--- src/rtl/coax_tx_pkg.sv ---
package coax_tx_pkg;
  localparam int WORD_BITS = 13;
  localparam int ATTN_W    = 5;

  typedef struct packed {
    logic              busy;
    logic              dev_chk;
    logic              xmit_chk;
    logic              info_pend;
    logic [ATTN_W-1:0] attn;
  } status_t;
endpackage

--- src/rtl/coax_bit_timer.sv ---
module coax_bit_timer #(
  parameter int BIT_CYCLES  = 15,
  parameter int ZERO_CYCLES = 3,
  parameter int ONE_CYCLES  = 11
) (
  input  logic clk_i,
  input  logic rst_ni,
  input  logic clear_i,
  output logic wrap_o,
  output logic zero_stb_o,
  output logic one_stb_o
);
  localparam int CW = $clog2(BIT_CYCLES);
  localparam logic [CW-1:0] LAST = CW'(BIT_CYCLES - 1);

  logic [CW-1:0] cnt_q;

  always_ff @(posedge clk_i or negedge rst_ni) begin
    if (!rst_ni)                        cnt_q <= '0;
    else if (clear_i || cnt_q == LAST)  cnt_q <= '0;
    else                                cnt_q <= cnt_q + 1'b1;
  end

  assign wrap_o     = (cnt_q == LAST) && !clear_i;
  assign zero_stb_o = cnt_q < CW'(ZERO_CYCLES);
  assign one_stb_o  = cnt_q < CW'(ONE_CYCLES);

  AST_STROBE_NEST: assert property (@(posedge clk_i) disable iff (!rst_ni)
    zero_stb_o |-> one_stb_o);
  AST_CNT_HELD: assert property (@(posedge clk_i) disable iff (!rst_ni)
    clear_i |=> zero_stb_o);
endmodule

--- src/rtl/coax_status_framer.sv ---
module coax_status_framer
  import coax_tx_pkg::*;
(
  input  status_t               stat_i,
  output logic [WORD_BITS-1:0]  frame_o,
  output logic                  par_o
);
  // frame_o[WORD_BITS-1] is bit 1, sent first; parity slot left zero
  assign frame_o = {1'b1, 1'b0, stat_i, 1'b0, 1'b1};
  // odd total over bits 1..12
  assign par_o   = ~^frame_o[WORD_BITS-1:2];
endmodule

--- src/rtl/coax_word_shifter.sv ---
module coax_word_shifter
  import coax_tx_pkg::*;
(
  input  logic                 clk_i,
  input  logic                 rst_ni,
  input  logic                 wrap_i,
  input  logic                 req_i,
  input  logic [WORD_BITS-1:0] frame_i,
  input  logic                 par_i,
  output logic                 bit_o,
  output logic                 active_o,
  output logic                 par_slot_o,
  output logic                 done_o
);
  localparam int IW = $clog2(WORD_BITS);
  localparam logic [IW-1:0] PAR_IDX  = IW'(WORD_BITS - 2);
  localparam logic [IW-1:0] LAST_IDX = IW'(WORD_BITS - 1);

  logic [WORD_BITS-1:0] sreg_q;
  logic [IW-1:0]        idx_q;
  logic                 par_q, active_q, done_q;

  always_ff @(posedge clk_i or negedge rst_ni) begin
    if (!rst_ni) begin
      sreg_q   <= '0;
      idx_q    <= '0;
      par_q    <= 1'b0;
      active_q <= 1'b0;
      done_q   <= 1'b0;
    end else begin
      done_q <= 1'b0;
      if (wrap_i) begin
        if (!active_q) begin
          if (req_i) begin
            sreg_q   <= frame_i;
            par_q    <= par_i;
            idx_q    <= '0;
            active_q <= 1'b1;
          end
        end else if (idx_q == LAST_IDX) begin
          active_q <= 1'b0;
          done_q   <= 1'b1;
        end else begin
          sreg_q <= {sreg_q[WORD_BITS-2:0], 1'b0};
          idx_q  <= idx_q + 1'b1;
        end
      end
    end
  end

  assign bit_o      = (idx_q == PAR_IDX) ? par_q : sreg_q[WORD_BITS-1];
  assign active_o   = active_q;
  assign done_o     = done_q;
  // boundary into the parity bit: request consumed here
  assign par_slot_o = wrap_i && active_q && (idx_q == PAR_IDX - 1'b1);

  AST_IDX_BOUND: assert property (@(posedge clk_i) disable iff (!rst_ni)
    active_q |-> (idx_q <= LAST_IDX));
endmodule

--- src/rtl/coax_status_tx.sv ---
module coax_status_tx
  import coax_tx_pkg::*;
#(
  parameter int BIT_CYCLES  = 15,
  parameter int ZERO_CYCLES = 3,
  parameter int ONE_CYCLES  = 11
) (
  input  logic       clk_i,
  input  logic       rst_ni,
  input  logic       rx_active_i,
  input  logic       start_i,
  input  logic       busy_i,
  input  logic       dev_chk_i,
  input  logic       xmit_chk_i,
  input  logic       info_pend_i,
  input  logic [4:0] attn_i,
  output logic       tx_o,
  output logic       tx_oe_o,
  output logic       done_o
);
  logic                 wrap, zero_stb, one_stb;
  logic                 req_q, cur_bit, active, par_slot, par;
  logic [WORD_BITS-1:0] frame;
  status_t              stat;

  assign stat = '{busy: busy_i, dev_chk: dev_chk_i, xmit_chk: xmit_chk_i,
                  info_pend: info_pend_i, attn: attn_i};

  coax_bit_timer #(
    .BIT_CYCLES (BIT_CYCLES),
    .ZERO_CYCLES(ZERO_CYCLES),
    .ONE_CYCLES (ONE_CYCLES)
  ) u_timer (
    .clk_i     (clk_i),
    .rst_ni    (rst_ni),
    .clear_i   (rx_active_i),
    .wrap_o    (wrap),
    .zero_stb_o(zero_stb),
    .one_stb_o (one_stb)
  );

  coax_status_framer u_framer (
    .stat_i (stat),
    .frame_o(frame),
    .par_o  (par)
  );

  coax_word_shifter u_shift (
    .clk_i     (clk_i),
    .rst_ni    (rst_ni),
    .wrap_i    (wrap),
    .req_i     (req_q),
    .frame_i   (frame),
    .par_i     (par),
    .bit_o     (cur_bit),
    .active_o  (active),
    .par_slot_o(par_slot),
    .done_o    (done_o)
  );

  // a new strobe wins over the clear
  always_ff @(posedge clk_i or negedge rst_ni) begin
    if (!rst_ni)       req_q <= 1'b0;
    else if (start_i)  req_q <= 1'b1;
    else if (par_slot) req_q <= 1'b0;
  end

  assign tx_oe_o = active;
  assign tx_o    = active && (zero_stb || (cur_bit && one_stb));

  AST_LINE_GATED: assert property (@(posedge clk_i) disable iff (!rst_ni)
    !tx_oe_o |-> !tx_o);
  AST_DONE_RELEASES: assert property (@(posedge clk_i) disable iff (!rst_ni)
    done_o |-> !tx_oe_o);
  AST_DONE_SINGLE: assert property (@(posedge clk_i) disable iff (!rst_ni)
    done_o |=> !done_o);
  AST_FIRST_PULSE: assert property (@(posedge clk_i) disable iff (!rst_ni)
    $rose(tx_oe_o) |-> tx_o);
endmodule

--- config.mk ---
export PLATFORM = sky130hd
export DESIGN_NAME = coax_status_tx
export DESIGN_NICKNAME = d
export VERILOG_FILES = /design/src/rtl/coax_tx_pkg.sv /design/src/rtl/coax_bit_timer.sv /design/src/rtl/coax_status_framer.sv /design/src/rtl/coax_word_shifter.sv /design/src/rtl/coax_status_tx.sv
export SDC_FILE = /design/constraint.sdc
export NUM_CORES = 1
export LEC_CHECK = 0
export BUFFER_PORTS_ARGS = -buffer_cell sky130_fd_sc_hd__buf_2
export CAP_MARGIN = 5
export CORE_MARGIN = 8
export CORE_UTILIZATION = 39
export CTS_CLUSTER_DIAMETER = 150
export DETAILED_ROUTE_END_ITERATION = 16
export PLACE_DENSITY_LB_ADDON = 0.1
export SLEW_MARGIN = 20
export SYNTH_ARGS = -nofsm -noshare
export SYNTH_HDL_FRONTEND = slang
export SYNTH_SLANG_ARGS = --single-unit
export TNS_END_PERCENT = 10
--- constraint.sdc ---
create_clock -name clk_i -period 4.6 [get_ports clk_i]
set_input_delay 0.92 -clock clk_i [delete_from_list [all_inputs] [get_ports clk_i]]
set_output_delay 0.92 -clock clk_i [all_outputs]
set_load 0.005 [all_outputs]
==> impl_results.md, run 1 <==
* Routed vias/inst at roughly 4.9
* Worst-Skew Late Latency at 310 ps
* Power Internal at 0.000278 W
* Initial Utilization at between 40% and 50%
* Placed cell area at approximately 0.0015 sq mm
* Antenna viol nets, final at 0
* Endpoints failing hold at 0
* Post-CTS Setup Bufs at 0
* First-pass GRT wire length at between 4000 and 5000 um
* DRC viols at 0
* Finished Cell Area at 0.00152 sq mm
* Hold Startpoint: u_shift.sreg_q[0]$_DFFE_PN0P_
* Max rail drop VDD at 0.158 mV
* Max-Cap Viols at 0
* FF-to-FF setup slack at 2600 ps
* Clock Path Buffers at 2
* Filler cells at roughly 340
* Detail Placement HPWL at between 1500 and 2000 um
* Fraction of layout cells with a size suffix above 1 at 29.6%
* Final period utilization at between 50% and 60%
* Post-route setup slack at ~1900 ps
* RR Endpoint: u_shift.sreg_q[9]$_DFFE_PN0P_
* RR Startpoint: u_timer.cnt_q[0]$_DFF_PN0_
* Slew @ Worst Pin at 753 ps
* Worst-path cell chain: ha_1 > nand3b_1 > mux2_2 > a21oi_1 > nor2b_1 > buf_2
* Register-to-Register Path Depth at 6
* Crit path largest cell delay at around 460 ps
* GRT Total Usage at 10.0%
* Hold Path Sink: u_shift.sreg_q[0]$_DFFE_PN0P_
* Worst setup EP type: output pin
* Critical path's top delay family: flip-flops
* Switching Share at 23.2%
* Kind of critical path: reg2out
* Ant. Diodes at 0
* Hold crit path type: reg2reg
* Mapped Area at ~0.0014 sq mm
* Slew Limit Fails at 0
* Final net count at between 150 and 200
* Flops & latches, synth at 25
* Final GP Congestion at around 0.77
* Critical Path Fanout Max at 5
* Port Buffers at 15
* Number of synthesized flops with an enable pin at 0
* Boundary Pins at 16
* Pleak at ~0.7 nW
* DR iter-0 viols at between 50 and 60
* Sequential cell area fraction in the yosys report at 45.2%
* Part of the power in registers at a little over three fifths
* Final Hold Slack at between 500 and 600 ps
* Crit-path slowest cell: dfrtp_1
* WL/cell at between 10 and 15 um
* Synth cell types at 32
* # rows at 21
* CTS Hold Bufs at 0
* Via count of the routed design at about 900
* Worst hold path cell count at 2
* Die Wd at 75.6 um
* Die height at around 76 um
* Area of the core at ~0.0034 sq mm
* Post_cts resized at 0
* Clock power frac at 26.7%
* DR pass1 iterations at 4
* Pre-CTS WS at between 2000 and 2500 ps
* Root Buffer: clkbuf_4
* Buf+Inv Stages, Crit Path at 1
* Clk slew on worst S/H paths at ~130 ps
* Total number of yosys warnings at 0
* Setup-failing EPs final at 0
* Grt total ovfl at 0
* Vias in the first global route at just over 900
* Die ar. at about 0.0057 sq mm
* Part of the power in combinational logic at approximately a tenth
* WP data required at roughly 3700 ps
* Worst Skew at between 1.5 and 2 ps
* Initial antenna violation count at 0
* Post-synthesis cell count at between 100 and 150
* Final WL at ~2400 um
* Rel. slew slack at around 50%
* Layout area overhead at 9.94%
* Highest Clock Rate at ~0.37 GHz
* Sw Pwr at around 0.000084 W
* H-tree levels at 1
* Setup crit start kind: flip-flop
* Tmin final at 2680 ps
* Cell Pwr Density at roughly 240 mW/mm^2
* Critical Path AT at 1760 ps
* Clk sinks at 25
* Unrepaired setup endpoints after global routing: false
* Mean Syn Cell Area at about 12 sq um
* Status: finished clean
* CTS Buf Count at 3
* Asr flop ratio synth at 100%
* Top FF cell, synth: dfrtp_1
* Largest net degree at the start of global routing at 26
* CTS tree: built
* Syn_nets at roughly 140
* Setup TNS at 0 ps
## worst reg2reg max path: cells and delay by family (launching register included)
family        cells  cell delay, ps
simple gates      3             890
fa+ha+maj         1             180
mux               1             320
buf+inv           1              70
flops             1             440
## cells in the mapped netlist, types with 2 or more instances
cell type  count  area [sq um]
nand2_1        6          22.5
nor3_1         3          15.0
nand3_1        5          25.0
ha_1           5          62.6
mux2i_1        2          20.0
mux2_2        10           113
o21ai_0        7          35.0
buf_2          2          10.0
nand3b_1       2          15.0
xnor2_1        5          43.8
mux2_4         8           120
a21oi_1        7          35.0
dfrtp_1       25           626
nor2_1         6          22.5
nor3b_1        2          15.0
xor2_1         2          17.5
inv_1          7          26.3
## area by class of cell
cell class / instances / area (sq um) / area share, %
Multi-Input combinational cell: 84 / 712 / 46.8
Inverter: 7 / 26.3 / 1.73
Timing Repair Buffer: 15 / 75.1 / 4.93
Sequential cell: 25 / 626 / 41.1
Tap cell: 46 / 57.6 / 3.78
Clock buffer: 4 / 26.3 / 1.73
## registers in the layout (all words and copies together), names as in the netlist
signal            flops
u_shift.done_o        1
req_q                 1
u_shift.par_q         1
u_shift.sreg_q       13
u_shift.active_o      1
u_shift.idx_q         4
u_timer.cnt_q         4
## stage by stage
stage | utilization (%) | power [W] | std cells
global route | 45.3 | 0.000383 | 181
CTS | 45.3 | 0.000370 | 181
finish | 45.3 | 0.000363 | 181
detailed placement | 44.5 | 0.000271 | 177
global placement | 44.5 | 0.000271 | 177
floorplan | - | 0.000255 | 119
## cell usage in the layout (no fill, tap or decap), types with 2 or more instances in the layout
cell type | Yosys | layout
dfrtp_1 | 25 | 25
buf_2 | 2 | 15
mux2_2 | 10 | 10
mux2_4 | 8 | 8
inv_1 | 7 | 7
a21oi_1 | 7 | 7
o21ai_0 | 7 | 7
nand2_1 | 6 | 6
nor2_1 | 6 | 6
nand3_1 | 5 | 5
xnor2_1 | 5 | 5
ha_1 | 5 | 5
nor3_1 | 3 | 3
clkbuf_4 | 0 | 3
nor3b_1 | 2 | 2
nand3b_1 | 2 | 2
mux2i_1 | 2 | 2
xor2_1 | 2 | 2
## routing by layer
layer,global-route usage [%],wire length (um),vias to the layer above
li1,-,-,449
met1,13.5,1170,421
met2,14.8,1060,20
met3,3.42,148,2
met4,2.77,19,0
met5,0,0,-
## worst max path at each step
stage | from | endpoint | slack [ps] | depth (start not counted)
6_report | u_shift.idx_q[0]$_DFFE_PN0P_ | tx_o | 1920 | 6
4_1_cts | u_shift.idx_q[0]$_DFFE_PN0P_ | tx_o | 1890 | 6
3_3_place_gp | rx_active_i | u_shift.sreg_q[8]$_DFFE_PN0P_ | 2210 | 5
3_5_place_dp | rx_active_i | u_shift.sreg_q[9]$_DFFE_PN0P_ | 2160 | 5
2_1_floorplan | u_shift.idx_q[0]$_DFFE_PN0P_ | tx_o | 2490 | 5
5_1_grt | u_shift.idx_q[0]$_DFFE_PN0P_ | tx_o | 1780 | 6
## logic make-up (layout without fill, tap and decap cells)
kind of cell | Yosys count | after routing | share of synthesized area (%)
flip-flops | 25 | 25 | 45.2
adder cells (fa/ha/maj) | 5 | 5 | 4.52
buffers and inverters | 10 | 26 | 3.43
XOR/XNOR | 8 | 8 | 6.05
AND/OR/NAND/NOR | 34 | 34 | 16.1
AO/OA/AOI/OAI | 17 | 17 | 6.50
multiplexers | 20 | 20 | 18.2
## power by group through the flow
stage          clock network [W]  registers, W  logic [W]
2_1_floorplan                  0      0.000230  0.0000256
3_3_place_gp                   0      0.000231  0.0000395
3_5_place_dp                   0      0.000231  0.0000401
4_1_cts                 0.000103      0.000227  0.0000400
5_1_grt                 0.000111      0.000228  0.0000444
6_report               0.0000968      0.000227  0.0000389
Note: power is estimated with default switching activity, not from simulation.
==> inputs of run 2 (changes only) <==
==> constraint.sdc (replaced) <==
create_clock -name clk_i -period 2.4 [get_ports clk_i]
set_input_delay 0.48 -clock clk_i [delete_from_list [all_inputs] [get_ports clk_i]]
set_output_delay 0.48 -clock clk_i [all_outputs]
set_load 0.005 [all_outputs]
==> impl_results.md, run 2 (synthesis results as in run 1) <==
* Status: finished clean (unchanged)
* Die height at 75.6 um (unchanged)
* Final GP Congestion at 0.754 (was 0.767)
* Vias in the first global route at 937 (was 920)
* Initial Utilization at 41.2% (unchanged)
* Port Buffers at 15 (unchanged)
* Area of the core at 0.00336 sq mm (unchanged)
* Layout area overhead at 10.0% (was 9.94%)
* Grt total ovfl at 0 (unchanged)
* First-pass GRT wire length at 4400 um (unchanged)
* Fraction of layout cells with a size suffix above 1 at 30.4% (was 29.6%)
* Worst-Skew Late Latency at 320 ps (was 310 ps)
* DRC viols at 0 (unchanged)
* Clk slew on worst S/H paths at 140 ps (was 130 ps)
* Pleak at 0.687 nW (was 0.684 nW)
* Highest Clock Rate at approximately 0.45 GHz
* WL/cell at 13.9 um (was 13.2 um)
* Setup TNS at 0 ps (unchanged)
* Most frequent cells in the layout: dfrtp_1 (25), buf_2 (15), mux2_2 (10), mux2_4 (8) (unchanged)
* Final period utilization at between 90 and 100%
* CTS Buf Count at 3 (unchanged)
* Root Buffer: clkbuf_4 (unchanged)
* Clock power frac at 27.1% (was 26.7%)
* Endpoints failing hold at 0 (unchanged)
* Unrepaired setup endpoints after global routing: false (unchanged)
* Most common cell after layout, fill and taps aside: dfrtp_1 (unchanged)
* GRT Total Usage at 9.94% (was 10.0%)
* Post-CTS Setup Bufs at 0 (unchanged)
* Worst Skew at 9.05 ps (was 1.58 ps)
* Final WL at 2520 um (was 2400 um)
* Largest net degree at the start of global routing at 26 (unchanged)
* Detail Placement HPWL at 1820 um (was 1760 um)
* Worst setup EP type: output pin (unchanged)
* Crit-path slowest cell: dfrtp_1 (unchanged)
* Tmin final at between 2000 and 2500 ps
* Critical Path AT at 1750 ps (was 1760 ps)
* CTS Hold Bufs at 0 (unchanged)
* Critical path's top delay family: flip-flops (unchanged)
* Setup-failing EPs final at 0 (unchanged)
* Routed vias/inst at 4.96 (was 4.93)
* Regs by FF count: u_shift.sreg_q x13, u_shift.idx_q x4, u_timer.cnt_q x4 (unchanged)
* Buf+Inv Stages, Crit Path at 1 (unchanged)
* Crit path largest cell delay at 450 ps (was 460 ps)
* Rel. slew slack at 48.9% (was 49.8%)
* Antenna viol nets, final at 0 (unchanged)
* Max reg flops at 13 (unchanged)
* Part of the power in combinational logic at 10.6% (was 10.7%)
* # rows at 21 (unchanged)
* Slew @ Worst Pin at 766 ps (was 753 ps)
* Boundary Pins at 16 (unchanged)
* Power Internal at 0.000531 W (was 0.000278 W)
* Die ar. at 0.00571 sq mm (unchanged)
* Part of the power in registers at 62.4% (was 62.6%)
* Slew Limit Fails at 0 (unchanged)
* H-tree levels at 1 (unchanged)
* CTS tree: built (unchanged)
* Post_cts resized at 0 (unchanged)
* Via count of the routed design at 898 (was 892)
* Total power at 0.000698 W (was 0.000363 W)
* WP data required at 1920 ps (was 3680 ps)
* Initial antenna violation count at 0 (unchanged)
* DR pass1 iterations at 4 (unchanged)
* Critical Path Fanout Max at 5 (unchanged)
* Die Wd at 75.6 um (unchanged)
* Finished Core Util at 45.3% (about the same)
* Clock Path Buffers at 2 (unchanged)
* Sw Pwr at 0.000167 W (was 0.0000841 W)
* Max-Cap Viols at 0 (unchanged)
* Setup crit start kind: flip-flop (unchanged)
* Final Hold Slack at 129 ps (was 505 ps)
* Ant. Diodes at 0 (unchanged)
* Clk sinks at 25 (unchanged)
* Max rail drop VDD at 0.263 mV (was 0.158 mV)
* Switching Share at 24.0% (was 23.2%)
* Cell Pwr Density at 458 mW/mm^2 (was 238 mW/mm^2)
* Kind of critical path: reg2out (unchanged)
* Worst-path cell chain: ha_1 > nand3b_1 > mux2_2 > a21oi_1 > nor2b_1 > buf_2 (unchanged)
* Final net count at 154 (unchanged)
* DR iter-0 viols at 49 (was 53)
* Hold crit path type: in2async (was reg2reg)
* Biggest register: u_shift.sreg_q (unchanged)
[run 2: per-stage QoR]
stage | setup WS [ps] | cell area [sq um] | instances
floorplan | 728 | 1390 | 119
global placement | 454 | 1500 | 177
detailed placement | 382 | 1500 | 177
CTS | 141 | 1520 | 181
global route | 37.7 | 1520 | 181
finish | 169 | 1520 | 181
[run 2: worst paths after layout]
check / start / end / slack (ps) / cells after the start
max: u_shift.idx_q[0]$_DFFE_PN0P_ / tx_o / 170 / 6
min: rst_ni / u_shift.active_o$_DFFE_PN0P_ / 130 / 1
max reg2reg: u_timer.cnt_q[0]$_DFF_PN0_ / u_shift.sreg_q[8]$_DFFE_PN0P_ / 380 / 6
min reg2reg: u_shift.sreg_q[0]$_DFFE_PN0P_ / u_shift.sreg_q[0]$_DFFE_PN0P_ / 510 / 2
max in group asynchronous: rst_ni / u_timer.cnt_q[3]$_DFF_PN0_ / 1890 / 1
min in group clk_i: start_i / req_q$_DFFE_PN0P_ / 350 / 2
[run 2: final cells by class]
| type | instances | area (sq um) |
|---|---|---|
| Clock inverter | 1 | 5.00 |
| Fill cell | 337 | 1840 |
| Clock buffer | 3 | 22.5 |
| Tap cell | 46 | 57.6 |
| Timing Repair Buffer | 15 | 75.1 |
| Inverter | 7 | 26.3 |
| Multi-Input combinational cell | 84 | 712 |
| Sequential cell | 25 | 626 |
[run 2: worst reg2reg max path: stages (launching register included)]
cell	delay [ps]
dfrtp_1	450
inv_1	80
ha_1	180
and4b_1	490
nand3_4	210
nand2_8	210
mux2_4	310
[run 2: layer usage]
metal	GRT usage [%]	part of all wire, %
met3	2.50	4.2
met4	3.20	0.76
met1	12.8	50
met2	15.8	45
met5	0	0
[run 2: power groups by stage]
stage	Clock, W	Sequential, W	Combinational, W
after floorplan	0	0.000440	0.0000491
final	0.000189	0.000436	0.0000739
after global placement	0	0.000443	0.0000755
after CTS	0.000200	0.000436	0.0000762
after detailed placement	0	0.000443	0.0000761
after global routing	0.000219	0.000437	0.0000843
